[config.mk]
export PLATFORM = sky130hd
export DESIGN_NAME = rng_cmd_sequencer
export DESIGN_NICKNAME = d
export VERILOG_FILES = /design/src/rtl/rng_seq_pkg.sv /design/src/rtl/cmd_store.sv /design/src/rtl/req_countdown.sv /design/src/rtl/seq_fsm.sv /design/src/rtl/rng_cmd_sequencer.sv
export SDC_FILE = /design/constraint.sdc
export NUM_CORES = 1
export LEC_CHECK = 0
export ABC_AREA = 1
export BUFFER_PORTS_ARGS = -buffer_cell sky130_fd_sc_hd__buf_2
export CAP_MARGIN = 20
export CORE_ASPECT_RATIO = 1.2
export CORE_UTILIZATION = 40
export DETAILED_ROUTE_END_ITERATION = 10
export GPL_ROUTABILITY_DRIVEN = 1
export PLACE_DENSITY = 0.63
export SYNTH_ARGS = -nofsm -noshare
export SYNTH_HDL_FRONTEND = slang
export SYNTH_SLANG_ARGS = --single-unit
[constraint.sdc]
create_clock -name clk -period 8 [get_ports clk]
set_input_delay 1.2 -clock clk [delete_from_list [all_inputs] [get_ports clk]]
set_output_delay 1.2 -clock clk [all_outputs]
set_load 0.05 [all_outputs]
[src/rtl/rng_seq_pkg.sv]
package rng_seq_pkg;

  localparam int unsigned STATE_W = 9;

  // Sparse main state codes; reset lands on the idle code.
  typedef enum logic [STATE_W-1:0] {
    ST_IDLE      = 9'h185,
    ST_BINS_TX   = 9'h0E3,
    ST_BINS_WAIT = 9'h1DA,
    ST_BGEN_TX   = 9'h036,
    ST_BGEN_WAIT = 9'h14D,
    ST_BOOT_DONE = 9'h0B8,
    ST_SW        = 9'h12F,
    ST_GEN_TX    = 9'h073,
    ST_GEN_WAIT  = 9'h1C4,
    ST_RES_TX    = 9'h159,
    ST_RES_WAIT  = 9'h0AA,
    ST_FAULT     = 9'h1F6
  } seq_state_e;

endpackage

[src/rtl/cmd_store.sv]
// Program store: append-only writes, replay read pointer that wraps after
// the last stored word. Reading never removes a word.
module cmd_store #(
  parameter int W     = 32,
  parameter int DEPTH = 13
) (
  input  logic         clk,
  input  logic         rst,
  input  logic         clear,
  input  logic         wr_en,
  input  logic [W-1:0] wr_data,
  input  logic         rd_adv,
  output logic [W-1:0] rd_data,
  output logic         rd_last,
  output logic         empty,
  output logic         ovf
);
  localparam int PW = (DEPTH > 1) ? $clog2(DEPTH) : 1;
  localparam int CW = $clog2(DEPTH + 1);

  logic [W-1:0]  mem [DEPTH];
  logic [CW-1:0] cnt_q;
  logic [PW-1:0] rp_q;
  logic          full;
  logic          write_ok;

  assign full     = (cnt_q == CW'(DEPTH));
  assign write_ok = wr_en && !clear && !full;
  assign ovf      = wr_en && !clear && full;
  assign empty    = (cnt_q == '0);
  assign rd_last  = ((CW'(rp_q) + CW'(1)) == cnt_q);
  assign rd_data  = mem[rp_q];

  // No reset on the storage array so it maps onto RAM.
  always_ff @(posedge clk) begin
    if (write_ok) mem[PW'(cnt_q)] <= wr_data;
  end

  always_ff @(posedge clk) begin
    if (rst || clear) begin
      cnt_q <= '0;
      rp_q  <= '0;
    end else begin
      if (write_ok) cnt_q <= cnt_q + CW'(1);
      if (rd_adv && !empty) rp_q <= rd_last ? '0 : rp_q + PW'(1);
    end
  end
endmodule

[src/rtl/req_countdown.sv]
// Duplicated down-counter; the copies must agree at all times.
module req_countdown #(
  parameter int CNT_W = 32
) (
  input  logic             clk,
  input  logic             rst,
  input  logic             load,
  input  logic [CNT_W-1:0] load_val,
  input  logic             dec,
  output logic             le_one,
  output logic             err
);
  logic [CNT_W-1:0] cnt_a_q, cnt_b_q;

  always_ff @(posedge clk) begin
    if (rst) begin
      cnt_a_q <= '0;
      cnt_b_q <= '0;
    end else if (load) begin
      cnt_a_q <= load_val;
      cnt_b_q <= load_val;
    end else if (dec) begin
      cnt_a_q <= (cnt_a_q == '0) ? '0 : cnt_a_q - CNT_W'(1);
      cnt_b_q <= (cnt_b_q == '0) ? '0 : cnt_b_q - CNT_W'(1);
    end
  end

  assign le_one = (cnt_a_q <= CNT_W'(1));
  assign err    = (cnt_a_q != cnt_b_q);
endmodule

[src/rtl/seq_fsm.sv]
// Main sequencing state machine with a one-slot registered output stage.
module seq_fsm
  import rng_seq_pkg::*;
#(
  parameter int W = 32
) (
  input  logic         clk,
  input  logic         rst,
  input  logic         enable,
  input  logic         boot_mode,
  input  logic         auto_mode,
  input  logic         sw_we,
  input  logic [W-1:0] sw_word,
  input  logic [W-1:0] boot_ins,
  input  logic [W-1:0] boot_gen,
  input  logic [W-1:0] gen_word,
  input  logic         gen_last,
  input  logic         gen_empty,
  input  logic [W-1:0] res_word,
  input  logic         res_last,
  input  logic         res_empty,
  input  logic         cnt_le_one,
  input  logic         fault_in,
  input  logic         cmd_ready,
  input  logic         cmd_ack,
  input  logic         cmd_ack_err,
  output logic         gen_adv,
  output logic         res_adv,
  output logic         cnt_load,
  output logic         cnt_dec,
  output logic         cmd_valid,
  output logic [W-1:0] cmd_word,
  output logic         rdy,
  output logic         cmd_sts,
  output logic         sw_done,
  output logic         fatal,
  output logic [STATE_W-1:0] state_dbg
);
  seq_state_e   state_q, state_d;
  logic         valid_q, locked_q, sts_q, done_q;
  logic [W-1:0] word_q;
  logic         slot_free, sw_open;
  logic         load, sw_take, flush, bad;
  logic [W-1:0] load_word;

  assign slot_free = !valid_q || cmd_ready;
  assign sw_open   = (state_q == ST_SW) && !valid_q && !locked_q;

  always_comb begin
    state_d   = state_q;
    load      = 1'b0;
    load_word = '0;
    gen_adv   = 1'b0;
    res_adv   = 1'b0;
    cnt_load  = 1'b0;
    cnt_dec   = 1'b0;
    sw_take   = 1'b0;
    flush     = 1'b0;
    bad       = 1'b0;
    case (state_q)
      ST_IDLE: if (enable) state_d = boot_mode ? ST_BINS_TX : ST_SW;
      ST_BINS_TX: if (slot_free) begin
        load = 1'b1; load_word = boot_ins; state_d = ST_BINS_WAIT;
      end
      ST_BINS_WAIT: if (cmd_ack) state_d = ST_BGEN_TX;
      ST_BGEN_TX: if (slot_free) begin
        load = 1'b1; load_word = boot_gen; state_d = ST_BGEN_WAIT;
      end
      ST_BGEN_WAIT: if (cmd_ack) state_d = ST_BOOT_DONE;
      ST_BOOT_DONE: if (!boot_mode) state_d = ST_IDLE;
      ST_SW: begin
        if (sw_we && sw_open) begin
          load = 1'b1; load_word = sw_word; sw_take = 1'b1;
        end
        if (auto_mode && locked_q && cmd_ack) begin
          state_d = ST_GEN_TX; cnt_load = 1'b1;
        end
      end
      ST_GEN_TX: if (!gen_empty && slot_free) begin
        load = 1'b1; load_word = gen_word; gen_adv = 1'b1;
        if (gen_last) state_d = ST_GEN_WAIT;
      end
      ST_GEN_WAIT: if (cmd_ack) begin
        cnt_dec = 1'b1;
        state_d = cnt_le_one ? ST_RES_TX : ST_GEN_TX;
      end
      ST_RES_TX: if (!res_empty && slot_free) begin
        load = 1'b1; load_word = res_word; res_adv = 1'b1;
        if (res_last) state_d = ST_RES_WAIT;
      end
      ST_RES_WAIT: if (cmd_ack) begin
        cnt_load = 1'b1; state_d = ST_GEN_TX;
      end
      ST_FAULT: ;
      default: bad = 1'b1;
    endcase

    if (fault_in || bad) begin
      state_d = ST_FAULT; flush = 1'b1; load = 1'b0; sw_take = 1'b0;
      gen_adv = 1'b0; res_adv = 1'b0; cnt_load = 1'b0; cnt_dec = 1'b0;
    end else if (!enable && state_q != ST_FAULT) begin
      state_d = ST_IDLE; flush = 1'b1; load = 1'b0; sw_take = 1'b0;
      gen_adv = 1'b0; res_adv = 1'b0; cnt_load = 1'b0; cnt_dec = 1'b0;
    end
  end

  always_ff @(posedge clk) begin
    if (rst) begin
      state_q  <= ST_IDLE;
      valid_q  <= 1'b0;
      word_q   <= '0;
      locked_q <= 1'b0;
      sts_q    <= 1'b0;
      done_q   <= 1'b0;
    end else begin
      state_q <= state_d;
      if (flush)          valid_q <= 1'b0;
      else if (load)      valid_q <= 1'b1;
      else if (cmd_ready) valid_q <= 1'b0;
      if (load) word_q <= load_word;
      if (state_q == ST_IDLE)         locked_q <= 1'b0;
      else if (sw_take && auto_mode)  locked_q <= 1'b1;
      if (cmd_ack) sts_q <= cmd_ack_err;
      done_q <= cmd_ack && (state_q == ST_SW);
    end
  end

  assign cmd_valid = valid_q;
  assign cmd_word  = word_q;
  assign rdy       = sw_open;
  assign cmd_sts   = sts_q;
  assign sw_done   = done_q;
  assign fatal     = (state_q == ST_FAULT);
  assign state_dbg = state_q;
endmodule

[src/rtl/rng_cmd_sequencer.sv]
module rng_cmd_sequencer
  import rng_seq_pkg::*;
#(
  parameter int          W            = 32,
  parameter int          DEPTH        = 13,
  parameter int          CNT_W        = 32,
  parameter logic [31:0] BOOT_INS_RST = 32'h0000_0901,
  parameter logic [31:0] BOOT_GEN_RST = 32'h00FF_F003
) (
  input  logic         clk,
  input  logic         rst,
  input  logic         enable,
  input  logic         boot_mode,
  input  logic         auto_mode,
  input  logic         fifo_clear,
  input  logic [W-1:0] wdata,
  input  logic         sw_cmd_we,
  input  logic         gen_prog_we,
  input  logic         res_prog_we,
  input  logic         boot_ins_we,
  input  logic         boot_gen_we,
  input  logic         reseed_limit_we,
  output logic         cmd_valid,
  output logic [W-1:0] cmd_word,
  input  logic         cmd_ready,
  input  logic         cmd_ack,
  input  logic         cmd_ack_err,
  output logic         rdy,
  output logic         cmd_sts,
  output logic         sw_done,
  output logic         fatal_err,
  output logic [8:0]   state_dbg
);
  logic [W-1:0]     boot_ins_q, boot_gen_q;
  logic [CNT_W-1:0] limit_q;

  always_ff @(posedge clk) begin
    if (rst) begin
      boot_ins_q <= W'(BOOT_INS_RST);
      boot_gen_q <= W'(BOOT_GEN_RST);
      limit_q    <= '0;
    end else begin
      if (boot_ins_we)     boot_ins_q <= wdata;
      if (boot_gen_we)     boot_gen_q <= wdata;
      if (reseed_limit_we) limit_q    <= wdata[CNT_W-1:0];
    end
  end

  logic [W-1:0] gen_word, res_word;
  logic gen_last, gen_empty, gen_ovf, gen_adv;
  logic res_last, res_empty, res_ovf, res_adv;

  cmd_store #(.W(W), .DEPTH(DEPTH)) u_gen_store (
    .clk(clk), .rst(rst), .clear(fifo_clear), .wr_en(gen_prog_we),
    .wr_data(wdata), .rd_adv(gen_adv), .rd_data(gen_word),
    .rd_last(gen_last), .empty(gen_empty), .ovf(gen_ovf)
  );

  cmd_store #(.W(W), .DEPTH(DEPTH)) u_res_store (
    .clk(clk), .rst(rst), .clear(fifo_clear), .wr_en(res_prog_we),
    .wr_data(wdata), .rd_adv(res_adv), .rd_data(res_word),
    .rd_last(res_last), .empty(res_empty), .ovf(res_ovf)
  );

  logic cnt_load, cnt_dec, cnt_le_one, cnt_err;

  req_countdown #(.CNT_W(CNT_W)) u_countdown (
    .clk(clk), .rst(rst), .load(cnt_load), .load_val(limit_q),
    .dec(cnt_dec), .le_one(cnt_le_one), .err(cnt_err)
  );

  logic fault_now;
  assign fault_now = gen_ovf || res_ovf || cnt_err;

  seq_fsm #(.W(W)) u_fsm (
    .clk(clk), .rst(rst), .enable(enable), .boot_mode(boot_mode),
    .auto_mode(auto_mode), .sw_we(sw_cmd_we), .sw_word(wdata),
    .boot_ins(boot_ins_q), .boot_gen(boot_gen_q),
    .gen_word(gen_word), .gen_last(gen_last), .gen_empty(gen_empty),
    .res_word(res_word), .res_last(res_last), .res_empty(res_empty),
    .cnt_le_one(cnt_le_one), .fault_in(fault_now),
    .cmd_ready(cmd_ready), .cmd_ack(cmd_ack), .cmd_ack_err(cmd_ack_err),
    .gen_adv(gen_adv), .res_adv(res_adv), .cnt_load(cnt_load),
    .cnt_dec(cnt_dec), .cmd_valid(cmd_valid), .cmd_word(cmd_word),
    .rdy(rdy), .cmd_sts(cmd_sts), .sw_done(sw_done), .fatal(fatal_err),
    .state_dbg(state_dbg)
  );
endmodule

---- After elaboration in Yosys (flattened, before gate mapping) ----
Memory sizes are Yosys's and may differ from the RTL's. A register that Yosys moved wholly into a read port is not among the register bits.
Cells that the tools add are included.
cells by class
  reduce and logical (&&, ||, !) cells .... 46
  divide/modulo/power cells ............... 0
  bitwise operators ....................... 0
  magnitude comparators ................... 1
  equal/unequal tests ..................... 44
  shifts and indexed selects .............. 0
  mux-type cells .......................... 69
  add/subtract/negate cells ............... 6
  multiply operators ...................... 0
operators with widths
  cell                     number
  $mux W32                 11
  $pmux W32 S5             1
  $mux W9                  15
  $pmux W9 S11             1
  $logic_not A32 Y1        2
  $sub A32 B1 Y32 const B  2
  $eq A9 B9 Y1 const B     7
  $le A32 B1 Y1 const B    1
  $ne A32 B32 Y1           1
  $ne A4 B2 Y1 const B     8
  $mux W1                  31
  $reduce_and A14 Y1       2
  $eq A9 B8 Y1 const B     3
  $mux W4                  6
  $logic_and A1 B1 Y1      18
  $ne A2 B2 Y1 const B     9
  $add A4 B1 Y4 const B    4
  $ne A4 B1 Y1 const B     4
  $mux W7                  2
  $reduce_bool A13 Y1      1
  $reduce_or A12 Y1        1
  $reduce_bool A11 Y1      1
  $eq A9 B6 Y1 const B     1
  $eq A9 B7 Y1 const B     1
  13 further kinds         33
storage, ports and cells
  register bits ........................... 221
  latch bits .............................. 0
  RAM bits ................................ 832
  memories kept ........................... 2
  input bits .............................. 47
  output and inout bits ................... 46
  ROM bits ................................ 0
  logic and storage cells ................. 184
memory list
  memory           depth  bits a word  rd ports  clocked after memory_dff  wr ports  line             source
  u_gen_store.mem  13     32           1         1                         1         cmd_store.sv:21  logic [W-1:0] mem [DEPTH];
  u_res_store.mem  13     32           1         1                         1         cmd_store.sv:21

---- Longest topological paths before layout ----
Gate-level depths: netlist of run 1.
  depth after elaboration ................. 10
  gate-level depth with buffers ........... 15
  gate-level depth less buffers ........... 15

---- Modules after synthesis ----
Synthesis of run 1 repeated with hierarchy kept, for this count alone.
second synthesis, totals
  cells, all modules ...................... 4609
  area, all modules ....................... 46206.8 um^2
modules (own cells, without submodules)
  module                    times used  seq. area each (um^2)  cells each  area each (um^2)
  cmd_store at u_gen_store  1           12732.2                1314        16968.8
  cmd_store at u_res_store  1           12732.2                1315        16940.0
  req_countdown             1           1281.2                 762         4907.2
  seq_fsm                   1           900.9                  686         3727.3
  rng_cmd_sequencer         1           1921.8                 532         3663.5

---- Worst setup path before layout of run 1 ----
Ideal clock, no wire load.
  path kind ............................... input to register
  start point ............................. input gen_prog_we
  end point ............................... memory u_gen_store.mem[12][0], enable pin
  library setup time ...................... 0.461 ns
  required time ........................... 7.539 ns
  path buffers ............................ 0
  arrival time ............................ 3.882 ns
  setup slack ............................. 3.657 ns
  stages .................................. 6
  path through ............................ inv_1 nor2_1 nand2_1 inv_1 nand2_1 nor3_1
on the way
  word-level cells in the longest chain between the ends .. 4
ends and longest elaborated chain
  item                               line                     source
  start, declared                    rng_cmd_sequencer.sv:18  input logic gen_prog_we,
  $logic_and A1 B1 Y1 (2 in series)  cmd_store.sv:28          assign write_ok = wr_en && !clear && !full;
  $mux W1                            cmd_store.sv:36          if (write_ok) mem[PW'(cnt_q)] <= wr_data;
  $mux W1 (implied by the code)      cmd_store.sv:36
  end, declared                      cmd_store.sv:21
Every way passes these cells.

---- Worst setup path in the final report of run 1 ----
  start point ............................. register u_fsm.state_q[8] (netlist: u_fsm.state_dbg[8])
  end point ............................... output rdy
on the way
  word-level cells in the longest chain between the ends .. 3
ends and longest elaborated chain
  item                               line                     source
  start, declared                    seq_fsm.sv:39            seq_state_e state_q, state_d;
  start signal, assigned             seq_fsm.sv:116           state_q <= state_d;
  $eq A9 B9 Y1                       seq_fsm.sv:47            assign sw_open = (state_q == ST_SW) && !valid_q && !locked_q;
  $logic_and A1 B1 Y1 (2 in series)  seq_fsm.sv:47
  end, declared                      rng_cmd_sequencer.sv:28  output logic rdy,
Every way passes these cells.

==> metrics.md, run 1 <==
| Metric | Value |
|---|---|
| Async S/R FF share, synth | `0` |
| Gr busiest metal | `met2` |
| Vias per cell | `about 5.4` |
| Crit-path cells | `inv_1 -> nor2_1 -> nand2_1 -> nor3_2 -> buf_4 -> buf_2` |
| Flop-to-flop setup slack | `approximately 4400 ps` |
| Worst-path clk slew | `70 ps` |
| Reg2reg path depth | `15` |
| Number of global-route vias before repair | `around 32000` |
| Final period demand of the worst path | `approximately 4000 ps` |
| Remaining DRCs | `0` |
| Die height | `around 370 um` |
| Initial DRC Count | `between 3000 and 4000` |
| Gate count of the mapped netlist | `about 4600` |
| ANT nets after route | `0` |
| I/O pins | `93` |
| Startpoint types | `flop` |
| YS warnings | `0` |
| Number of synthesized flops with an enable pin | `832` |
| Largest net degree at the start of global routing | `192` |
| Crit path buf inv count | `3` |
| Hold Path Cell Cnt | `2` |
| Syn Area/Cell | `between 9 and 10 um2` |
| Final setup TNS | `0 ps` |
| Crit end category | `primary output` |
| Via count | `roughly 34000` |
| Fin crit share | `0.495` |
| Hold EP | `limit_q[14]` |
| Sinks on the clock net | `roughly 1100` |
| Reg2reg start | `u_fsm.state_dbg[4]` |
| Register bit total from synthesis | `between 1000 and 1500` |
| Final wirelength | `about 140 mm` |
| Clock skew | `35.4 ps` |
| Worst Hold Class | `reg2reg` |
| Final non-filler cell total | `approximately 6200` |
| Worst-Skew Late Latency | `roughly 730 ps` |
| Most frequent cell after synthesis | `nor2_1` |
| Worst setup path category | `reg2out` |
| Critical Path AT | `between 2000 and 3000 ps` |
| Root buffer cell | `clkbuf_16` |
| Std cell rows | `about 140` |
| Worst vdd ir | `between 0.2 and 0.25 mV` |
| DP Area | `~48000 um2` |
| Hold path startpoint | `limit_q[14]` |
| Final Hold Fails | `0` |
| Grt met2 use | `0.388` |
| Dpl cells | `~6000` |
| Synth top area share | `0.546` |
| Remaining Overflow, GRT | `0` |
| Max FO, Critical Path | `20` |
| Cts hold-fix bufs | `0` |
| Horiz. Die Dim | `between 300 and 400 um` |
| Wire per inst | `between 20 and 25 um` |
| Synth cell count leaders | `nor2_1 (930), edfxtp_1 (832), nand2_1 (667)` |
| Starting Density | `0.404` |
| Netlist cell types | `38` |
| Fraction of layout cells with a size suffix above 1 | `0.0788` |
| Tot GR Track Use | `0.229` |
| Top delay family on crit path | `buffers and inverters` |
| Synth area leaders | `edfxtp_1 (55%), dfxtp_1 (10%), nor2_1 (7.6%), o21ai_0 (6.4%), nand2_1 (5.5%)` |
| Netlist Area Pre-Place | `between 40000 and 50000 um2` |
| Cts repair resizes | `0` |
| H-tree Lvls | `3` |
| Setup crit start | `u_fsm.state_dbg[8]` |
| Max-cap violations | `0` |
| Port Buffers | `between 90 and 100` |
| Leakage Power | `19.4 nW` |
| Worst Path Required | `approximately 6800 ps` |
| RSZ-0062 raised after global routing | `false` |
| Inserted Clock Buffers | `between 100 and 150` |
| Core area | `between 100000 and 150000 um2` |
| Worst path slowest cell | `dfxtp_1` |
| PD cells | `roughly 220 nW/um2` |
| Pre-CTS worst setup slack | `approximately 4000 ps` |
| First-pass GRT wire length | `201 mm` |
| Post-DP HPWL | `78.6 mm` |
| Sequential area share after synthesis | `0.647` |
| Cell taking the most area after synthesis | `edfxtp_1` |
| Max Freq | `between 200 and 300 MHz` |
| RePlAce Congestion | `just under 0.9` |
| Max-slew violation count | `0` |
| R2r endpoint | `u_countdown.cnt_a_q[23]` |
| Synth Flop Type | `edfxtp_1` |
| Post-CTS setup buffer count | `0` |
| Antenna violations before repair | `6` |
| Fin nets | `around 4700` |
| Headroom to the max-slew limit | `0.249` |
| Area delta synth->final | `11.4%` |
| Max stage delay on crit path | `approximately 600 ps` |
| Syn_nets | `around 4700` |
| Met3 track demand over resource | `0.0402` |
| Met1 usage | `0.287` |
| # setup viols final | `0` |
| Actual slew at the worst max-slew pin | `between 1000 and 1500 ps` |
| Fin area | `50900 um2` |
| Setup slack after layout | `4040 ps` |
| CTS tree | `done` |
| Longest Clk Path Bufs | `3` |
| Die area | `116000 um2` |
| First-pass DRT Iterations | `6` |
| Outcome | `finished, final reports clean` |
[metrics by stage]
stage                     power [mW]  utilization  hold slack, ps
after global routing            11.3        0.450             474
after global placement          6.51        0.422             443
after CTS                       11.1        0.450             457
after floorplan                 6.32            -             430
after detailed placement        6.51        0.422             449
final                           11.1        0.450             457
[cells by family (layout without fill, tap and decap cells)]
family                   count (synthesis)  in the layout  synth area share
adder cells (fa/ha/maj)                 14             14           0.00383
buffers and inverters                  603            691            0.0508
AND/OR/NAND/NOR                       1856           1856             0.163
AO/OA/AOI/OAI                         1035           1035             0.127
flip-flops                            1061           1061             0.647
XOR/XNOR                                49             49           0.00938
other                                    0              2                 0
[cell usage in the layout, fill, tap and decap left out, types with 11 or more instances in the layout]
master,count
ha_1,14
inv_1,327
buf_2,92
nor3_1,11
clkbuf_16,106
nor2_1,916
clkinv_1,18
o21ai_0,581
xor2_1,40
buf_4,67
nand3_1,161
nand4_1,40
o211ai_1,150
clkbuf_1,31
o221ai_1,38
a21oi_1,181
nor3_2,15
clkinv_2,12
nor2_4,17
edfxtp_1,832
dfxtp_1,221
inv_2,11
nand2_1,667
o22ai_1,80
[how the worst max path moves through the flow]
stage,end,slack [ps],depth (start not counted)
floorplan,u_gen_store.mem[12][0],3660,6
global placement,u_fsm.cmd_word[26],4060,13
detailed placement,u_fsm.cmd_word[7],4010,13
CTS,rdy,4020,6
global route,rdy,3920,6
finish,rdy,4040,6
[where the power goes]
group          leakage (nW)  total (mW)  switching [mW]  internal [mW]
clock network          1.52        4.66            2.13           2.53
logic                  8.55       0.383           0.300         0.0835
registers              9.38        6.01          0.0186           6.00
[worst min-delay path: cells and delay by family (launching register included)]
family	cells	cell delay, ps
AO/OA/AOI/OAI	1	60
buffers and inverters	1	60
flip-flops	1	300
[area by class of cell]
cell class,instances,area [um2]
Inverter,344,1300
Timing Repair Buffer,160,983
Fill cell,10700,62200
Multi-Input combinational cell,2954,14000
Antenna cell,2,5.00
Tap cell,1507,1890
Sequential cell,1061,29600
Clock inverter,46,323
Clock buffer,141,2820
[state kept, by name, indices dropped and copies added (netlist names), 32 cells and up, named ones only]
name	flops
boot_gen_q	32
limit_q	32
u_fsm.cmd_word	32
u_gen_store.mem	416
u_countdown.cnt_a_q	32
u_res_store.mem	416
u_countdown.cnt_b_q	32
boot_ins_q	32
[per-layer routing]
layer / share of wire / routed length (um) / vias to the layer above
li1: - / - / 15900
met1: 0.40 / 54900 / 16400
met2: 0.48 / 65000 / 1260
met3: 0.075 / 10100 / 281
met4: 0.041 / 5610 / 4
met5: 0.00020 / 27 / -
Power figures use the tool's default switching activity.
==> run 2: changes to the inputs <==
Settings changed: PLACE_DENSITY 0.63 to 0.65.
Clock period 8 ns to 3.6 ns, I/O delays scaled along.
==> metrics.md, run 2 (same netlist as run 1, synthesis figures left out) <==
| Metric | Value |
|---|---|
| Actual slew at the worst max-slew pin | `971 ps (-155 ps)` |
| Post-CTS setup buffer count | `0 (unchanged)` |
| Die height | `372 um (unchanged)` |
| Fin nets | `4726 (+0.88%)` |
| Number of global-route vias before repair | `32000 (+0.21%)` |
| Tot GR Track Use | `0.230 (+0.00135)` |
| First-pass GRT wire length | `203 mm (+0.91%)` |
| Fillers | `10600 (-0.84%)` |
| Longest Clk Path Bufs | `3 (unchanged)` |
| Area delta synth->final | `13.1%` |
| Remaining DRCs | `0 (unchanged)` |
| Cts hold-fix bufs | `0 (unchanged)` |
| Max-slew violation count | `0 (unchanged)` |
| Antenna violations before repair | `9 (+3)` |
| Crit end category | `primary output` |
| Via count | `34400 (+1.5%)` |
| Cts repair resizes | `0 (unchanged)` |
| Max stage delay on crit path | `580 ps (-20 ps)` |
| Worst-Skew Late Latency | `750 ps (+20 ps)` |
| RePlAce Congestion | `0.915 (+2.3%)` |
| Std cell rows | `135 (unchanged)` |
| Worst-path clk slew | `60 ps (about the same)` |
| Final Hold Fails | `0 (unchanged)` |
| Max FO, Critical Path | `19 (-5.0%)` |
| Pre-CTS worst setup slack | `573 ps (-3430 ps)` |
| Initial DRC Count | `3656 (+16%)` |
| Top Registers | `u_gen_store.mem: 416 flops, u_res_store.mem: 416 flops` |
| # setup viols final | `0 (unchanged)` |
| Horiz. Die Dim | `311 um (unchanged)` |
| Crit path buf inv count | `3 (unchanged)` |
| Max Freq | `between 200 and 300 MHz` |
| Worst Hold Class | `in2reg` |
| Critical path depth | `6 (unchanged)` |
| Critical Path AT | `2900 ps (+140 ps)` |
| Commonest non-fill, non-tap cell in the layout | `nor2_1` |
| Worst path slowest cell | `dfxtp_1` |
| Total chip power | `25.2 mW (+130%)` |
| Reg area | `29600 um2 (unchanged)` |
| Headroom to the max-slew limit | `0.352 (+0.103)` |
| Fin crit share | `0.957` |
| Worst setup path category | `reg2out` |
| Post-DP HPWL | `82.6 mm (+5.2%)` |
| Inserted Clock Buffers | `103 (unchanged)` |
| Crit-path cells | `inv_1 -> nor2_1 -> nand2_1 -> nor3_2 -> buf_4 -> buf_2` |
| Hold Path Cell Cnt | `3 (+1)` |
| Worst Path Required | `3060 ps (-3740 ps)` |
| RSZ-0062 raised after global routing | `false` |
| Die area | `116000 um2 (unchanged)` |
| Worst hold slack | `86.7 ps (-370 ps)` |
| Final period demand of the worst path | `3440 ps` |
| H-tree Lvls | `3 (unchanged)` |
| Core area | `113000 um2 (unchanged)` |
| PD cells | `488 nW/um2 (+120%)` |
| Remaining Overflow, GRT | `0 (unchanged)` |
| CTS tree | `done` |
| Final wirelength | `136 mm (-0.14%)` |
| Max-cap violations | `0 (unchanged)` |
| Startpoint types | `flop` |
| Leakage Power | `19.9 nW (+2.2%)` |
| Top delay family on crit path | `buffers and inverters` |
| Vias per cell | `5.49 (+0.71%)` |
| I/O pins | `93 (unchanged)` |
| Wire per inst | `21.7 um (-0.87%)` |
| Most frequent cells in the layout | `nor2_1 (916), edfxtp_1 (832), nand2_1 (667)` |
| ANT nets after route | `0 (unchanged)` |
| Fraction of layout cells with a size suffix above 1 | `0.0880 (+0.00913)` |
| Sinks on the clock net | `1061 (unchanged)` |
| Clock skew | `66.3 ps (+30.9 ps)` |
| Multi-input logic area | `14100 um2 (+0.14%)` |
| Outcome | `finished, final reports clean` |
| Setup slack after layout | `156 ps (-3880 ps)` |
| Root buffer cell | `clkbuf_16` |
| Worst vdd ir | `0.383 mV (+88%)` |
| Final setup TNS | `0 ps (unchanged)` |
| Port Buffers | `92 (unchanged)` |
| First-pass DRT Iterations | `7 (+1)` |
| Starting Density | `0.404 (unchanged)` |
| Largest net degree at the start of global routing | `140 (-27%)` |
| Reg2reg path depth | `14 (-1)` |
-- run 2: changes by cell type in the layout (fill, tap and decap cells not counted), moves of 5 or more --
cell	change
clkinv_16	+5
bufinv_16	+6
clkbuf_8	+7
clkbuf_1	-9
clkinv_1	+8
buf_4	+28
buf_12	+13
-- run 2: metal layers --
metal  GRT usage  vias up  routed length, um
met4       0.101        8               5350
met1       0.302    16600              55400
li1            -    16000                  -
met2       0.384     1450              64800
met5           0        -                 52
met3      0.0303      253               9980
-- run 2: tightest hold or removal path, stage by stage --
cell	delay, ps
buf_2	80
nor2_1	30
nor2_1	90
-- run 2: path summary, 6_finish.rpt --
path	startpoint	endpoint	slack, ps
hold / removal	cmd_ack_err	u_fsm.cmd_sts	90
hold reg to reg	boot_ins_q[12]	boot_ins_q[12]	460
setup / recovery	u_fsm.state_dbg[8]	rdy	160
setup reg to reg	u_gen_store.cnt_q[1]	flop	550
-- run 2: stage by stage --
| step | util | cell area [um2] | instances |
|---|---|---|---|
| 2_1_floorplan | - | 45800 | 4618 |
| 3_3_place_gp | 0.427 | 48300 | 6067 |
| 3_5_place_dp | 0.427 | 48300 | 6067 |
| 4_1_cts | 0.457 | 51700 | 6259 |
| 5_1_grt | 0.457 | 51700 | 6261 |
| 6_report | 0.457 | 51700 | 6261 |
-- run 2: area by class of cell --
type                    count  area share
diodes                      2   0.0000967
well taps                1507      0.0364
flip-flops and latches   1061       0.572
clock inverters            55      0.0119
inverters                 344      0.0252
clock buffers             137      0.0548
repair buffers            201      0.0281
multi-input cells        2954       0.272
-- run 2: power breakdown --
group | internal, mW | total (mW) | switching, mW | leakage [nW]
Sequential | 13.3 | 13.4 | 0.0402 | 9.38
Combinational | 0.197 | 0.904 | 0.707 | 8.83
Clock | 6.16 | 11.0 | 4.82 | 1.66
Total | 19.7 | 25.2 | 5.57 | 19.9
